### src/rtl/rstseq_pkg.sv
package rstseq_pkg;

  localparam int PS_ISO_W   = 4;
  localparam int FPD_ISO_W  = 2;
  localparam int RPU_SIDE_W = 2;
  localparam int RPU_ISO_W  = 2 * RPU_SIDE_W;
  localparam int TMO_W      = 3;

  localparam int TMO_PS  = 0;
  localparam int TMO_RPM = 1;
  localparam int TMO_RPS = 2;

  typedef enum logic [3:0] {
    ST_IDLE,
    ST_PS_POLL,
    ST_PS_HOLD,
    ST_FPD_ISO,
    ST_FPD_RST,
    ST_FPD_UNISO,
    ST_FPD_REL,
    ST_RPU_MPOLL,
    ST_RPU_SPOLL,
    ST_RPU_RST,
    ST_RPU_REL
  } seqState_t;

  typedef struct packed {
    logic             setPsReq;
    logic             setPsRst;
    logic             setFpdIso;
    logic             clrFpdIso;
    logic             setFpdRst;
    logic             clrFpdRst;
    logic             setRpuMReq;
    logic             clrRpuMReq;
    logic             setRpuSReq;
    logic             clrRpuSReq;
    logic             setRpuRst;
    logic             clrRpuRst;
    logic             cntClr;
    logic             tmoClr;
    logic [TMO_W-1:0] tmoSet;
    logic             donePulse;
  } seqStrobe_t;

endpackage

### src/rtl/rstseq_ctrl.sv
module rstseq_ctrl
  import rstseq_pkg::*;
(
  input  logic       clk,
  input  logic       rstN,
  input  logic       cmdPsOnly,
  input  logic       cmdFpd,
  input  logic       cmdRpu,
  input  logic       waitHit,
  input  logic       pollHit,
  input  logic       psAckAll,
  input  logic       rpuMAckAll,
  input  logic       rpuSAckAll,
  output seqStrobe_t strobe,
  output logic       busy
);

  seqState_t state, stateNxt;

  always_ff @(posedge clk or negedge rstN) begin
    if (!rstN) state <= ST_IDLE;
    else       state <= stateNxt;
  end

  assign busy = (state != ST_IDLE);

  always_comb begin
    strobe   = '0;
    stateNxt = state;
    unique case (state)
      ST_IDLE: begin
        if (cmdPsOnly) begin
          strobe.setPsReq = 1'b1;
          strobe.cntClr   = 1'b1;
          strobe.tmoClr   = 1'b1;
          stateNxt        = ST_PS_POLL;
        end else if (cmdFpd) begin
          strobe.setFpdIso = 1'b1;
          strobe.cntClr    = 1'b1;
          strobe.tmoClr    = 1'b1;
          stateNxt         = ST_FPD_ISO;
        end else if (cmdRpu) begin
          strobe.setRpuMReq = 1'b1;
          strobe.cntClr     = 1'b1;
          strobe.tmoClr     = 1'b1;
          stateNxt          = ST_RPU_MPOLL;
        end
      end
      ST_PS_POLL: begin
        if (psAckAll || pollHit) begin
          strobe.setPsRst       = 1'b1;
          strobe.tmoSet[TMO_PS] = !psAckAll;
          stateNxt              = ST_PS_HOLD;
        end
      end
      ST_PS_HOLD: stateNxt = ST_PS_HOLD;
      ST_FPD_ISO: begin
        if (waitHit) begin
          strobe.setFpdRst = 1'b1;
          strobe.cntClr    = 1'b1;
          stateNxt         = ST_FPD_RST;
        end
      end
      ST_FPD_RST: begin
        if (waitHit) begin
          strobe.clrFpdIso = 1'b1;
          strobe.cntClr    = 1'b1;
          stateNxt         = ST_FPD_UNISO;
        end
      end
      ST_FPD_UNISO: begin
        if (waitHit) begin
          strobe.clrFpdRst = 1'b1;
          strobe.cntClr    = 1'b1;
          stateNxt         = ST_FPD_REL;
        end
      end
      ST_FPD_REL: begin
        if (waitHit) begin
          strobe.donePulse = 1'b1;
          stateNxt         = ST_IDLE;
        end
      end
      ST_RPU_MPOLL: begin
        if (rpuMAckAll || pollHit) begin
          strobe.setRpuSReq      = 1'b1;
          strobe.tmoSet[TMO_RPM] = !rpuMAckAll;
          strobe.cntClr          = 1'b1;
          stateNxt               = ST_RPU_SPOLL;
        end
      end
      ST_RPU_SPOLL: begin
        if (rpuSAckAll || pollHit) begin
          strobe.clrRpuMReq      = 1'b1;
          strobe.setRpuRst       = 1'b1;
          strobe.tmoSet[TMO_RPS] = !rpuSAckAll;
          strobe.cntClr          = 1'b1;
          stateNxt               = ST_RPU_RST;
        end
      end
      ST_RPU_RST: begin
        if (waitHit) begin
          strobe.clrRpuRst = 1'b1;
          strobe.cntClr    = 1'b1;
          stateNxt         = ST_RPU_REL;
        end
      end
      ST_RPU_REL: begin
        if (waitHit) begin
          strobe.clrRpuSReq = 1'b1;
          strobe.donePulse  = 1'b1;
          stateNxt          = ST_IDLE;
        end
      end
      default: stateNxt = ST_IDLE;
    endcase
  end

  // no sequence start strobe may be issued while a sequence is running
  assert_busy_no_restart_R9: assert property (@(posedge clk) disable iff (!rstN)
    busy |-> !(strobe.setPsReq || strobe.setFpdIso || strobe.setRpuMReq || strobe.tmoClr));

  // a simultaneous subsystem-only command always selects that sequence
  assert_ps_priority_R10: assert property (@(posedge clk) disable iff (!rstN)
    (!busy && cmdPsOnly) |=> (state == ST_PS_POLL));

endmodule

### src/rtl/rstseq_dpath.sv
module rstseq_dpath
  import rstseq_pkg::*;
#(
  parameter int WAIT_CYCLES = 15,
  parameter int POLL_CYCLES = 15
) (
  input  logic                  clk,
  input  logic                  rstN,
  input  seqStrobe_t            strobe,
  input  logic [PS_ISO_W-1:0]   psIsoAck,
  input  logic [RPU_ISO_W-1:0]  rpuIsoAck,
  output logic [PS_ISO_W-1:0]   psIsoReq,
  output logic [FPD_ISO_W-1:0]  fpdIsoCtl,
  output logic [RPU_ISO_W-1:0]  rpuIsoReq,
  output logic                  psOnlyRst,
  output logic                  fpdRst,
  output logic                  rpuRst,
  output logic                  done,
  output logic [TMO_W-1:0]      timeoutFlags,
  output logic                  waitHit,
  output logic                  pollHit,
  output logic                  psAckAll,
  output logic                  rpuMAckAll,
  output logic                  rpuSAckAll
);

  localparam int CNT_MAX = ((WAIT_CYCLES > POLL_CYCLES) ? WAIT_CYCLES : POLL_CYCLES) - 1;
  localparam int CNT_W   = (CNT_MAX < 1) ? 1 : $clog2(CNT_MAX + 1);

  logic [CNT_W-1:0]      cnt;
  logic [RPU_SIDE_W-1:0] rpuMReq, rpuSReq;

  // shared wait / poll counter
  always_ff @(posedge clk or negedge rstN) begin
    if (!rstN)                          cnt <= '0;
    else if (strobe.cntClr)             cnt <= '0;
    else if (cnt != CNT_W'(CNT_MAX))    cnt <= cnt + 1'b1;
  end

  assign waitHit = (cnt == CNT_W'(WAIT_CYCLES - 1));
  assign pollHit = (cnt == CNT_W'(POLL_CYCLES - 1));

  // acknowledge masks: success needs every bit of the mask
  assign psAckAll   = &psIsoAck;
  assign rpuMAckAll = &rpuIsoAck[RPU_SIDE_W-1:0];
  assign rpuSAckAll = &rpuIsoAck[RPU_ISO_W-1:RPU_SIDE_W];

  always_ff @(posedge clk or negedge rstN) begin
    if (!rstN) begin
      psIsoReq  <= '0;
      psOnlyRst <= 1'b0;
    end else begin
      if (strobe.setPsReq) psIsoReq  <= '1;
      if (strobe.setPsRst) psOnlyRst <= 1'b1;
    end
  end

  always_ff @(posedge clk or negedge rstN) begin
    if (!rstN) begin
      fpdIsoCtl <= '0;
      fpdRst    <= 1'b0;
    end else begin
      if (strobe.setFpdIso)      fpdIsoCtl <= '1;
      else if (strobe.clrFpdIso) fpdIsoCtl <= '0;
      if (strobe.setFpdRst)      fpdRst    <= 1'b1;
      else if (strobe.clrFpdRst) fpdRst    <= 1'b0;
    end
  end

  always_ff @(posedge clk or negedge rstN) begin
    if (!rstN) begin
      rpuMReq <= '0;
      rpuSReq <= '0;
      rpuRst  <= 1'b0;
    end else begin
      if (strobe.setRpuMReq)      rpuMReq <= '1;
      else if (strobe.clrRpuMReq) rpuMReq <= '0;
      if (strobe.setRpuSReq)      rpuSReq <= '1;
      else if (strobe.clrRpuSReq) rpuSReq <= '0;
      if (strobe.setRpuRst)       rpuRst  <= 1'b1;
      else if (strobe.clrRpuRst)  rpuRst  <= 1'b0;
    end
  end

  assign rpuIsoReq = {rpuSReq, rpuMReq};

  always_ff @(posedge clk or negedge rstN) begin
    if (!rstN) done <= 1'b0;
    else       done <= strobe.donePulse;
  end

  // one sticky flag per poll
  for (genvar i = 0; i < TMO_W; i++) begin : gTmo
    logic tmoBit;
    always_ff @(posedge clk or negedge rstN) begin
      if (!rstN)                 tmoBit <= 1'b0;
      else if (strobe.tmoClr)    tmoBit <= 1'b0;
      else if (strobe.tmoSet[i]) tmoBit <= 1'b1;
    end
    assign timeoutFlags[i] = tmoBit;
  end

  assert_ps_req_together_R2: assert property (@(posedge clk) disable iff (!rstN)
    $rose(psIsoReq[0]) |-> (psIsoReq == '1));

  assert_ps_rst_held_R4: assert property (@(posedge clk) disable iff (!rstN)
    psOnlyRst |=> (psOnlyRst && psIsoReq == '1));

  assert_ps_tmo_with_rst_R5: assert property (@(posedge clk) disable iff (!rstN)
    $rose(timeoutFlags[TMO_PS]) |-> $rose(psOnlyRst));

  assert_fpd_rst_isolated_R6: assert property (@(posedge clk) disable iff (!rstN)
    $rose(fpdRst) |-> (fpdIsoCtl == '1));

  assert_fpd_release_unisolated_R6: assert property (@(posedge clk) disable iff (!rstN)
    $fell(fpdRst) |-> (fpdIsoCtl == '0));

  assert_rpu_rst_order_R7: assert property (@(posedge clk) disable iff (!rstN)
    $rose(rpuRst) |-> (rpuSReq == '1 && rpuMReq == '0));

  assert_rpu_slave_kept_R7: assert property (@(posedge clk) disable iff (!rstN)
    rpuRst |-> (rpuSReq == '1));

  assert_done_pulse_R8: assert property (@(posedge clk) disable iff (!rstN)
    done |=> !done);

  assert_one_domain_R10: assert property (@(posedge clk) disable iff (!rstN)
    $countones({psOnlyRst, fpdRst, rpuRst}) <= 1);

endmodule

### src/rtl/rstseq_top.sv
module rstseq_top
  import rstseq_pkg::*;
#(
  parameter int WAIT_CYCLES = 15,
  parameter int POLL_CYCLES = 15
) (
  input  logic                 clk,
  input  logic                 rstN,
  input  logic                 cmdPsOnly,
  input  logic                 cmdFpd,
  input  logic                 cmdRpu,
  input  logic [PS_ISO_W-1:0]  psIsoAck,
  input  logic [RPU_ISO_W-1:0] rpuIsoAck,
  output logic [PS_ISO_W-1:0]  psIsoReq,
  output logic [FPD_ISO_W-1:0] fpdIsoCtl,
  output logic [RPU_ISO_W-1:0] rpuIsoReq,
  output logic                 psOnlyRst,
  output logic                 fpdRst,
  output logic                 rpuRst,
  output logic                 busy,
  output logic                 done,
  output logic [TMO_W-1:0]     timeoutFlags
);

  seqStrobe_t strobe;
  logic waitHit, pollHit, psAckAll, rpuMAckAll, rpuSAckAll;

  rstseq_ctrl uCtrl (
    .clk        (clk),
    .rstN       (rstN),
    .cmdPsOnly  (cmdPsOnly),
    .cmdFpd     (cmdFpd),
    .cmdRpu     (cmdRpu),
    .waitHit    (waitHit),
    .pollHit    (pollHit),
    .psAckAll   (psAckAll),
    .rpuMAckAll (rpuMAckAll),
    .rpuSAckAll (rpuSAckAll),
    .strobe     (strobe),
    .busy       (busy)
  );

  rstseq_dpath #(
    .WAIT_CYCLES (WAIT_CYCLES),
    .POLL_CYCLES (POLL_CYCLES)
  ) uDpath (
    .clk          (clk),
    .rstN         (rstN),
    .strobe       (strobe),
    .psIsoAck     (psIsoAck),
    .rpuIsoAck    (rpuIsoAck),
    .psIsoReq     (psIsoReq),
    .fpdIsoCtl    (fpdIsoCtl),
    .rpuIsoReq    (rpuIsoReq),
    .psOnlyRst    (psOnlyRst),
    .fpdRst       (fpdRst),
    .rpuRst       (rpuRst),
    .done         (done),
    .timeoutFlags (timeoutFlags),
    .waitHit      (waitHit),
    .pollHit      (pollHit),
    .psAckAll     (psAckAll),
    .rpuMAckAll   (rpuMAckAll),
    .rpuSAckAll   (rpuSAckAll)
  );

endmodule

### config.mk
export PLATFORM = sky130hd
export DESIGN_NAME = rstseq_top
export DESIGN_NICKNAME = d
export VERILOG_FILES = /design/src/rtl/rstseq_pkg.sv /design/src/rtl/rstseq_ctrl.sv /design/src/rtl/rstseq_dpath.sv /design/src/rtl/rstseq_top.sv
export SDC_FILE = /design/constraint.sdc
export NUM_CORES = 1
export LEC_CHECK = 0
export CAP_MARGIN = 20
export CORE_MARGIN = 2
export CORE_UTILIZATION = 30
export CTS_BUF_LIST = sky130_fd_sc_hd__clkbuf_16
export DETAILED_ROUTE_END_ITERATION = 8
export DONT_BUFFER_PORTS = 1
export GPL_ROUTABILITY_DRIVEN = 0
export HOLD_SLACK_MARGIN = 0.12
export PLACE_DENSITY = 0.52
export SLEW_MARGIN = 40
export SYNTH_ARGS = -nofsm -noshare
export SYNTH_HDL_FRONTEND = slang
export SYNTH_SLANG_ARGS = --single-unit
### constraint.sdc
create_clock -name clk -period 2.2 [get_ports clk]
set_clock_uncertainty 0.15 [all_clocks]
set_input_delay 0.22 -clock clk [delete_from_list [all_inputs] [get_ports clk]]
set_output_delay 0.22 -clock clk [all_outputs]
set_load 0.01 [all_outputs]
==> results.txt, run 1 <==
The run finished with clean final reports. The arrival time reported for the critical path endpoint came out at 1.62 ns. Summing all multi-input logic gate instances after layout gives 586 um2. The first global-routing pass estimated 4740 um of wire. For this design the static power due to leakage is 0.588 nW.

Last element of the critical path: busy. The die is 67.0 um tall. The biggest area contributor in the post-synthesis netlist is dfrtp_1. The clock tree root buffer cell is clkbuf_16.

The number of top-level design ports came out at 31. The logs give 146 for the net count after synthesis and 400 for the filler cell count in the final layout. The tools report the number of hold violations in the final report as 0. The finished cells cover 1340 um2.

The mean number of vias per cell is 5.49, and the detailed router's first-iteration violation count is 27. Sorting the synthesized cells by area gives the leading types as dfrtp_1 (40%), buf_4 (6.9%), nor2_1 (4.4%). The floorplan has 22 rows.

A synthesized cell averages 9.08 um2. The routed layout has 993 vias. In the finished design, the share of the clock period the worst path needs comes to 90.5%. Endpoint of the most critical register-to-register path: uCtrl.state[1]$_DFFE_PN0P_.

Summing all placed instances gives a cell area of 1190 um2. TritonCTS built the clock tree. The post-route setup TNS was 0 ns; the post-layout utilization of the core was 35.9%. The final critical delay including setup and external delays is 1.99 ns, and the pin slew with the least headroom to its limit is 0.436 ns. The logs give 4490 um2 for the die area and 0 for the count of final setup violators. Path type of the worst min-delay path: in -> reg. The net total in the final layout was 149; the maximum ir drop on the vdd rail was 266 uV. The detailed-routing iteration count for the pre-antenna-repair pass is 4, and the area growth from synthesis to final layout is 12.9%. The total count of max-transition violations in the final report is 0.

Counting cells, the worst reg-to-reg path comes to 6. At the worst endpoint, the required time is 1.83 ns. Once the floorplan was initialized, standard cells occupied 31.8% of the core. The top fanout value on the critical path was 8; the clock net sink count was 19. The number of antenna-violating nets in the routed design is 0. Summed over all layers, the global routing overflow is 0. The tools report the launch instance of the worst register-to-register path as uCtrl.state[2]$_DFFE_PN0P_. Setup repair after global routing left no endpoint under its margin.

After synthesis the cells add up to 1190 um2. The minimum setup slack among reg-to-reg paths is 0.26 ns. For the TritonCTS buffer count, the log shows 3. In the layout the commonest cells are dfrtp_1 (19), nor2_1 (14), nand2_1 (13). In this run the worst setup path begins at uCtrl.state[0]$_DFFE_PN0P_.

Of the cells placed in the final design, the portion with a size suffix greater than 1 is 16.5%. The post-synthesis cell count was 131; the sequential element share of the synthesized area was 40.0%. Input and output buffers added on the ports amount to 0. Summed over all layers, the routed wires come to 2880 um. The number of antenna violations at the first check in global routing is 0. STA classifies the critical path endpoint as an output pin. The die outline width is 67.0 um, and the later-pin clock latency in the skew report is 0.25 ns. Entering global routing, the biggest net connects 20 pins.

Dividing the detail-routed wire length by the instance count gives 15.9 um. The count of inserted antenna diode cells is 0, and the post-synthesis cell type count is 42. For this run, design rule violations remaining after detail routing come to 0.

Global routing consumed, over all layers together, 14.0% of the routing resources. The floorplan step defined a core boundary enclosing 3740 um2. In this run the deepest clock path goes through 2 buffers.

Of the post-synthesis cell area, the dominant cell type holds 40.0%. Commonest non-fill, non-tap cell in the layout: dfrtp_1. The worst setup path is launched from a register.

Across the whole layout, storage elements account for 475 um2. The synthesis warning total came out at 0. The depth of the CTS H-tree came out at 1. The clock transition at the register clock pins on the worst setup and hold paths after CTS works out to 0.06 ns. The critical path is of the reg -> out type. The via count of the first global-routing pass was 989; the HPWL after detailed placement was 2090 um.

The power density normalized to cell area is 559 nW/um2. The highest clock frequency the design can meet was 0.502 GHz; the number of max-cap violations was 0. For the worst slew slack as a fraction of its limit, the log shows 70.9%.

The synthesized design contains 19 register bits.
-- where the power goes --
part           leakage [nW]  internal, W  switching [W]
Combinational         0.305    0.0000104      0.0000139
Clock                0.0423     0.000242       0.000135
Sequential            0.240     0.000350              0
-- sequential cells by signal, summed over array words and instances, names as in the netlist --
register,flops
uDpath.rpuSReq,1
uDpath.fpdRst,1
uDpath.fpdIsoCtl,1
uDpath.done,1
uDpath.psOnlyRst,1
uDpath.gTmo.tmoBit,3
uDpath.rpuMReq,1
uDpath.rpuRst,1
uDpath.cnt,4
uCtrl.state,4
uDpath.psIsoReq,1
-- worst min-delay path by stage --
stage	depth (start not counted)	endpoint	from
3_5_place_dp	0	uDpath.done$_DFF_PN0_	rstN
4_1_cts	2	uCtrl.state[2]$_DFFE_PN0P_	cmdRpu
5_1_grt	2	uCtrl.state[2]$_DFFE_PN0P_	cmdRpu
3_3_place_gp	0	uDpath.done$_DFF_PN0_	rstN
2_1_floorplan	0	uCtrl.state[0]$_DFFE_PN0P_	rstN
6_report	2	uCtrl.state[2]$_DFFE_PN0P_	cmdRpu
-- synthesized netlist by cell type, drive strengths merged --
cell type   n
nor4b       1
a2111o      1
a41oi       2
xnor2       2
a21o        2
ha          2
inv         5
nand2b      4
buf        15
and2        1
o22ai       2
nor2       15
nor3        4
nor4        2
dfrtp      19
nand3       5
and3        3
nand3b      1
o211ai      1
a211oi      3
nand4       1
a32o        1
nand2      13
o21ai       7
o2111ai     1
or2b        1
a2111oi     1
o31ai       1
a31oi       3
a21oi       5
clkbuf      2
o32ai       1
a22oi       2
o41ai       1
mux2        1
-- metal layers --
| metal | vias to the layer above | part of all wire (%) | global-route usage, % |
|---|---|---|---|
| met5 | - | 0 | 0 |
| met4 | 0 | 1.6 | 4.59 |
| met3 | 6 | 6.6 | 4.05 |
| met2 | 41 | 46 | 22.3 |
| met1 | 475 | 46 | 18.2 |
| li1 | 471 | - | - |
-- per-stage QoR --
stage	worst slack [ns]	cells	power, W	hold slack, ns
after floorplan	0.358	131	0.000362	-0.226
after global placement	0.173	170	0.000364	-0.225
after detailed placement	0.187	170	0.000364	-0.225
after CTS	0.169	180	0.000757	0.124
after global routing	0.136	181	0.000778	0.133
final	0.210	181	0.000751	0.116
-- worst max-delay path, cell delays in order (launching register included) --
cell and delay, ns:
dfrtp_1 0.48, buf_4 0.21, nor4_1 0.28, buf_4 0.19, inv_1 0.06, buf_4 0.14
-- area by class of cell --
class                           count  area share (%)
Tap cell                           48            4.47
Timing Repair Buffer               15            9.31
Multi-Input combinational cell     90            43.6
Sequential cell                    19            35.4
Inverter                            5            1.40
Clock inverter                      1           0.279
Clock buffer                        3            5.59
-- logic make-up (layout without fill, tap and decap cells) --
kind of cell,count (synthesis),after routing,share of synthesized area [%]
simple gates,51,51,21.0
buf+inv,22,24,11.4
mux,1,1,1.26
xor+xnor,2,2,1.47
fa+ha+maj,2,2,2.10
compound gates,34,34,22.8
flops,19,19,40.0
-- what timing repair did --
item	4_1_cts	5_1_grt
endpoints found under the hold margin	23	19
setup buffers	0	0
endpoints found under the setup margin	0	1
hold buffers	6	1
gates resized for setup	0	1
No activity file was read; power rests on OpenSTA's default activity.
==> run 2: changes to the inputs <==
--- a/config.mk
+++ b/config.mk
@@ -8,7 +8,6 @@
 export CAP_MARGIN = 20
 export CORE_MARGIN = 2
 export CORE_UTILIZATION = 30
-export CTS_BUF_LIST = sky130_fd_sc_hd__clkbuf_16
 export DETAILED_ROUTE_END_ITERATION = 8
 export DONT_BUFFER_PORTS = 1
 export GPL_ROUTABILITY_DRIVEN = 0
==> run 2 against run 1 <==
Compared with the run above:
- register-to-register slack hardly changed
- routed wire length is 1.8% lower
- first-iteration DRC count is 59% lower
- clock-buffer cell count is 1 higher
- design area is 2.5% lower
- clock power is 33% lower
- flip-flop and latch count stayed put
- critical path depth stayed put
- critical endpoint unchanged
==> results.txt, run 2 (synthesis results as in run 1) <==
The maximum number of pins on one net before global-route repair is 20 (unchanged), and the required time of the worst setup path is 1.83 ns (about the same). The final critical delay including setup and external delays is 1.98 ns (was 1.99 ns). The TritonCTS buffer count is 3 (unchanged). The endpoint type of the worst setup path is an output pin (unchanged). The number of buffers on the longest clock path was 2 (unchanged); the period utilization was 90.0% (was 90.5%). The mean number of vias per cell is 5.40 (was 5.49), and the effective utilization at floorplan is 31.8% (unchanged). The count of inserted antenna diode cells was 0 (unchanged). The detailed-routing iteration count for the pre-antenna-repair pass was 4 (unchanged). The tools report the number of top-level design ports as 31 (unchanged). Cell repeated most along the worst path: buf_4 (unchanged). The clock net sink count is 19 (unchanged). The startpoint type of the worst setup path is a register (unchanged).

The tools report the total count of max-transition violations in the final report as 0 (unchanged). For the arrival time reported for the critical path endpoint, the log shows 1.61 ns (was 1.62 ns). The logic depth of the worst register-to-register path was 5 (was 6); the total leakage power was 0.568 nW (was 0.588 nW).

Count of final setup violators: 0 (unchanged). The flow ran to the end, and the final reports show no timing, DRC or antenna violations. The remaining global-route overflow was 0 (unchanged). The tools report the total vias in the final route as 978 (was 993).

Launch instance of the worst register-to-register path: uCtrl.state[0]$_DFFE_PN0P_ (was uCtrl.state[2]$_DFFE_PN0P_). Cell breakdown of the critical path: buf_4 > nor4_1 > buf_4 > inv_1 > buf_4 (unchanged). Clock tree root buffer cell: clkbuf_8 (was clkbuf_16).

Stage delay of the slowest cell on the critical path: 0.49 ns (was 0.48 ns). The maximum ir drop on the vdd rail is 238 uV (was 266 uV). Setup repair after global routing left no endpoint under its margin. Pin slew with the least headroom to its limit: 0.431 ns (was 0.436 ns).

TritonCTS built the clock tree. The worst slew slack as a fraction of its limit is 71.3% (was 70.9%), and the area growth from synthesis to final layout is 10.1% (was 12.9%). The commonest non-fill, non-tap cell in the layout was dfrtp_1 (unchanged). The quantity of I/O buffers inserted on ports is 0 (unchanged). The depth of the CTS H-tree was 1 (unchanged); the top fanout value on the critical path was 8 (unchanged).

The later-pin clock latency in the skew report was 0.26 ns (was 0.25 ns). The total core area is 3740 um2 (unchanged), and the post-route setup TNS is 0 ns (unchanged). The tools report the number of placement rows as 22 (unchanged).

The launching instance or port of the critical path was uCtrl.state[0]$_DFFE_PN0P_ (unchanged). Most frequent cells in the layout: dfrtp_1 (19), nor2_1 (14), nand2_1 (13) (unchanged). Largest registers: uCtrl.state x4, uDpath.cnt x4, uDpath.gTmo.tmoBit x3 (unchanged).

The sum of routed wire length over all layers is 2830 um (was 2880 um), and the via count of the first global-routing pass is 1001 (was 989). The logs give 0 (unchanged) for the number of hold violations in the final report and 14.0% (about the same) for the overall track demand over capacity in global routing. The clock transition at the register clock pins on the worst setup and hold paths after CTS is 0.08 ns (was 0.06 ns), and the HPWL after detailed placement is 2090 um (unchanged). The start point of the worst hold path is cmdFpd (was cmdRpu). The slowest cell on the critical path is dfrtp_1 (unchanged). The highest clock frequency the design can meet came out at 0.505 GHz (was 0.502 GHz).

The worst setup path category was reg -> out (unchanged). The tools report the die area as 4490 um2 (unchanged). The number of antenna-violating nets in the routed design is 0 (unchanged). Die outline width: 67.0 um (unchanged). Path type of the worst min-delay path: in -> reg (unchanged). Floorplan die height: 67.0 um (unchanged). The detailed router's first-iteration violation count was 11 (was 27); the number of antenna violations at the first check in global routing was 0 (unchanged). The routed length per instance was 15.6 um (was 15.9 um); the ratio of cells with drive above 1 in the final layout was 16.5% (unchanged). The run gives 0 (unchanged) as the DRC violation count after routing. The worst hold path stage count is 2 (unchanged). The minimum hold slack came out at 0.114 ns (was 0.116 ns).

The wire length of the first global-routing pass was 4720 um (was 4740 um); the net total in the final layout was 149 (unchanged). The number of max-cap violations was 0 (unchanged). The power density normalized to cell area was 479 nW/um2 (was 559 nW/um2).
## run 2: changes by cell type in the layout (fill, tap and decap cells not counted)
cell,delta
clkbuf_16,-3
clkbuf_8,+3
clkbuf_1,+1
inv_1,-1
## run 2: report_power, final
| part | internal, W | leakage (nW) | total, W | switching [W] |
|---|---|---|---|---|
| registers | 0.000349 | 0.240 | 0.000349 | 0 |
| logic | 0.0000105 | 0.305 | 0.0000247 | 0.0000142 |
| clock network | 0.000129 | 0.0228 | 0.000254 | 0.000125 |
| total | 0.000489 | 0.568 | 0.000628 | 0.000139 |
## run 2: timing repair
action                                  in CTS  in global routing
gates resized for setup                      0                  1
endpoints found under the hold margin       24                 19
endpoints found under the setup margin       0                  1
buffers inserted                             0                  0
hold buffers                                 6                  1
## run 2: worst paths after layout
check                                              to  slack, ns
min                        uCtrl.state[2]$_DFFE_PN0P_       0.11
max reg2reg                uCtrl.state[1]$_DFFE_PN0P_       0.26
max in group asynchronous   uDpath.cnt[0]$_DFFE_PN0P_       1.33
min reg2reg                 uDpath.cnt[3]$_DFFE_PN0P_       0.36
min in group asynchronous       uDpath.done$_DFF_PN0_       0.27
max                                              busy       0.22
## run 2: per-stage QoR
stage               total power (W)  util, %  std cells  setup WS (ns)  area (um2)
CTS                        0.000632     34.7        180          0.173        1300
global placement           0.000364     31.9        170          0.173        1190
detailed placement         0.000364     31.9        170          0.187        1190
global route               0.000652     35.0        181          0.119        1310
floorplan                  0.000362        -        131          0.358        1190
finish                     0.000628     35.0        181          0.220        1310
## run 2: routing by layer
metal  part of all wire, %  track usage, %
met3                   6.4            3.38
met1                    45            18.6
met4                  0.95            5.10
met2                    48            22.0
met5                     0               0
## run 2: area by class of cell
| class | instances | area (um2) |
|---|---|---|
| clock buffers | 4 | 45.0 |
| fillers | 400 | 2430 |
| inverters | 5 | 18.8 |
| multi-input cells | 90 | 586 |
| flip-flops and latches | 19 | 475 |
| well taps | 48 | 60.1 |
| repair buffers | 15 | 125 |
## run 2: worst max-delay path, delay by kind of cell (launching register included)
family / cells / cell delay (ns)
buf+inv: 4 / 0.60
flops: 1 / 0.49
simple gates: 1 / 0.26
==> run 3: changes to the inputs <==
==> constraint.sdc (replaced) <==
create_clock -name clk -period 1.85 [get_ports clk]
set_clock_uncertainty 0.15 [all_clocks]
set_input_delay 0.185 -clock clk [delete_from_list [all_inputs] [get_ports clk]]
set_output_delay 0.185 -clock clk [all_outputs]
set_load 0.01 [all_outputs]
==> run 3 against run 2 <==
Compared with the run above:
- the flow now finishes with violations (setup timing)
- core utilization grew 5.8 points
- critical path depth increased by 1
- clock power rose by 18%
- combinational power rose by 41%
- non-clock buffer count increased by 19
- global-route usage rose by 2.0 points
- via count increased by 8.3%
- critical endpoint is now uCtrl.state[1]$_DFFE_PN0P_
==> results.txt, run 3 (synthesis results as in run 1) <==
The switching share of power came out at 22.1% (was 22.2%). The top fanout value on the critical path is 4 (was 8), and the effective utilization at floorplan is 31.8% (unchanged). The number of antenna-violating nets in the routed design is 0 (unchanged). The ratio of cells with drive above 1 in the final layout works out to 28.9% (was 16.5%).

After layout, the worst path uses 101% of the clock period. The tools report the required time of the worst setup path as 1.85 ns (was 1.83 ns). The number of buffers on the longest clock path came out at 2 (unchanged).

The arrival time reported for the critical path endpoint is 1.87 ns (was 1.61 ns), and the highest clock frequency the design can meet is 0.535 GHz. Remaining global-route overflow: 0 (unchanged). For the number of antenna violations at the first check in global routing, the log shows 0 (unchanged).

The commonest non-fill, non-tap cell in the layout was buf_4 (was dfrtp_1). Mean number of vias per cell: 5.30 (was 5.40). The logs give 1740 um (was 1350 um) for the wire length on met2 and 4490 um2 (unchanged) for the die area. For the later-pin clock latency in the skew report, the log shows 0.26 ns (about the same). Power density normalized to cell area: 491 nW/um2 (was 479 nW/um2). Worst setup path category: reg -> reg (was reg -> out). The tools report the count of inserted antenna diode cells as 0 (unchanged). The routed length per instance was 16.7 um (was 15.6 um); the total leakage power was 0.675 nW (was 0.568 nW). The post-route non-filler standard cell count was 200 (was 181). The tools report the endpoint type of the worst setup path as a register (was an output pin).

The portion of total power attributed to sequential cells is 55.3% (was 55.6%), and the TritonCTS buffer count is 3 (unchanged). The filler cell count in the final layout is 390 (was 400), and the wire length on met1 is 1390 um (was 1270 um). The area growth from synthesis to final layout is 28.5% (was 10.1%).

The count of final setup violators came out at 2 (was 0). Most frequent cells in the layout: buf_4 (20), dfrtp_1 (18), nor2_1 (14) (was dfrtp_1 (19), nor2_1 (14), nand2_1 (13)). TritonCTS built the clock tree. The clock net sink count was 19 (unchanged); the number of hold violations in the final report was 0 (unchanged).

The logs give -0.0190 ns (was 0 ns) for the post-route setup TNS and 477 um2 (was 475 um2) for the area taken by flip-flops and latches. The via count of the first global-routing pass came out at 1151 (was 1001). The logs give 5460 um (was 4720 um) for the wire length of the first global-routing pass and 180 (was 170) for the instance count after placement with tap cells included. The tools report the DRC violation count after routing as 0 (unchanged). The overall power of the completed layout is 0.000750 W (was 0.000628 W). The logs give 31 (unchanged) for the number of top-level design ports and 4 (unchanged) for the detailed-routing iteration count for the pre-antenna-repair pass. The run gives 4.6% (was 3.9%) as the combinational share of power. Post-layout utilization of the core: 40.8% (was 35.0%). The checks that failed: setup timing.

The depth of the CTS H-tree is 1 (unchanged), and the total core area is 3740 um2 (unchanged). The net total in the final layout is 168 (was 149). The logs give 1059 (was 978) for the total vias in the final route and 20 (unchanged) for the maximum number of pins on one net before global-route repair. The floorplan die height was 67.0 um (unchanged); the maximum ir drop on the vdd rail was 176 uV (was 238 uV). The die outline width was 67.0 um (unchanged). The run gives 70.5% (was 71.3%) as the worst slew slack as a fraction of its limit. Subtracting the final worst setup slack from the clock period gives 1.87 ns. The HPWL after detailed placement was 2250 um (was 2090 um).

The flow ran to the end, but the final reports show violations. The quantity of I/O buffers inserted on ports was 0 (unchanged). Setup repair after global routing could not meet its margin everywhere.

The path type of the worst min-delay path was in -> reg (unchanged). The number of max-cap violations came out at 0 (unchanged). The run gives -0.0175 ns (was 0.220 ns) as the worst setup slack after layout. The logs give 40.0% (was 40.5%) for the proportion of power drawn by the clock network and 0.000166 W (was 0.000139 W) for the net switching power figure. The tools report the overall track demand over capacity in global routing as 16.0% (was 14.0%). The tools report the number of placement rows as 22 (unchanged). Largest registers: uCtrl.state x4, uDpath.cnt x4, uDpath.gTmo.tmoBit x3 (unchanged).

The logs give 0.148 ns (was 0.114 ns) for the minimum hold slack and 3340 um (was 2830 um) for the sum of routed wire length over all layers. The startpoint type of the worst setup path was a register (unchanged). The pin slew with the least headroom to its limit was 0.442 ns (was 0.431 ns). The logs give 628 um2 (was 586 um2) for the area of the multi-input gates and 0.000584 W (was 0.000489 W) for the internal power consumption. The clock transition at the register clock pins on the worst setup and hold paths after CTS is 0.07 ns (was 0.08 ns). The topmost layer with routed signal wires is met4 (unchanged).

The detailed router's first-iteration violation count was 22 (was 11). Total count of max-transition violations in the final report: 0 (unchanged). The clock tree root buffer cell is clkbuf_8 (unchanged). The routed length on met3 came out at 187 um (was 180 um).
-- run 3: cell count changes in the layout (fill, tap and decap cells not counted), sizes merged --
cell,delta
dlygate4sd3,+2
buf,+17
-- run 3: metal layers --
metal	global-route usage, %	vias to the layer above
li1	-	502
met1	19.4	523
met2	27.9	30
met3	4.05	4
met4	4.34	0
met5	0	-
-- run 3: layout make-up --
| cell class | count | share of cell area, % |
|---|---|---|
| Clock buffer | 4 | 2.95 |
| Tap cell | 48 | 3.93 |
| Inverter | 5 | 1.23 |
| Timing Repair Buffer | 34 | 19.6 |
| Multi-Input combinational cell | 90 | 41.1 |
| Sequential cell | 19 | 31.2 |
-- run 3: worst max-delay path: stages (launching register included) --
cell       delay, ns
dfrtp_1         0.43
buf_6           0.14
or2b_4          0.24
nor2_4          0.05
a2111oi_4       0.33
o21ai_2         0.11
mux2_4          0.30
-- run 3: worst paths after layout --
kind / from / to / slack, ns / depth (start not counted)
worst max register to register: uCtrl.state[2]$_DFFE_PN0P_ / uCtrl.state[1]$_DFFE_PN0P_ / -0.02 / 6
max in group asynchronous: rstN / uCtrl.state[3]$_DFFE_PN0P_ / 0.98 / 2
min in group asynchronous: rstN / uDpath.done$_DFF_PN0_ / 0.24 / 2
worst max-delay path: uCtrl.state[2]$_DFFE_PN0P_ / uCtrl.state[1]$_DFFE_PN0P_ / -0.02 / 6
worst min register to register: uDpath.cnt[3]$_DFFE_PN0P_ / uDpath.cnt[3]$_DFFE_PN0P_ / 0.37 / 1
worst min-delay path: rpuIsoAck[3] / uDpath.gTmo[2].tmoBit$_DFFE_PN0P_ / 0.15 / 3
-- run 3: what timing repair did --
action | 4_1_cts | 5_1_grt
buffers inserted | 3 | 4
pin swaps | 5 | 3
gates resized for setup | 5 | 9
hold endpoints to repair | 25 | 19
hold buffers | 8 | 1
endpoints found under the setup margin | 7 | 11
-- run 3: metrics by stage --
step,setup slack (ns),area [um2]
after floorplan,0.00765,1190
after global placement,-0.106,1270
after detailed placement,-0.123,1270
after CTS,-0.0298,1440
after global routing,-0.0669,1530
final,-0.0175,1530
-- run 3: power by group through the flow --
stage / Clock (W) / Sequential, W / Combinational (W)
final: 0.000300 / 0.000415 / 0.0000348
after CTS: 0.000307 / 0.000415 / 0.0000335
after global placement: 0 / 0.000423 / 0.00000926
after detailed placement: 0 / 0.000423 / 0.00000934
after global routing: 0.000326 / 0.000415 / 0.0000390
after floorplan: 0 / 0.000423 / 0.00000746
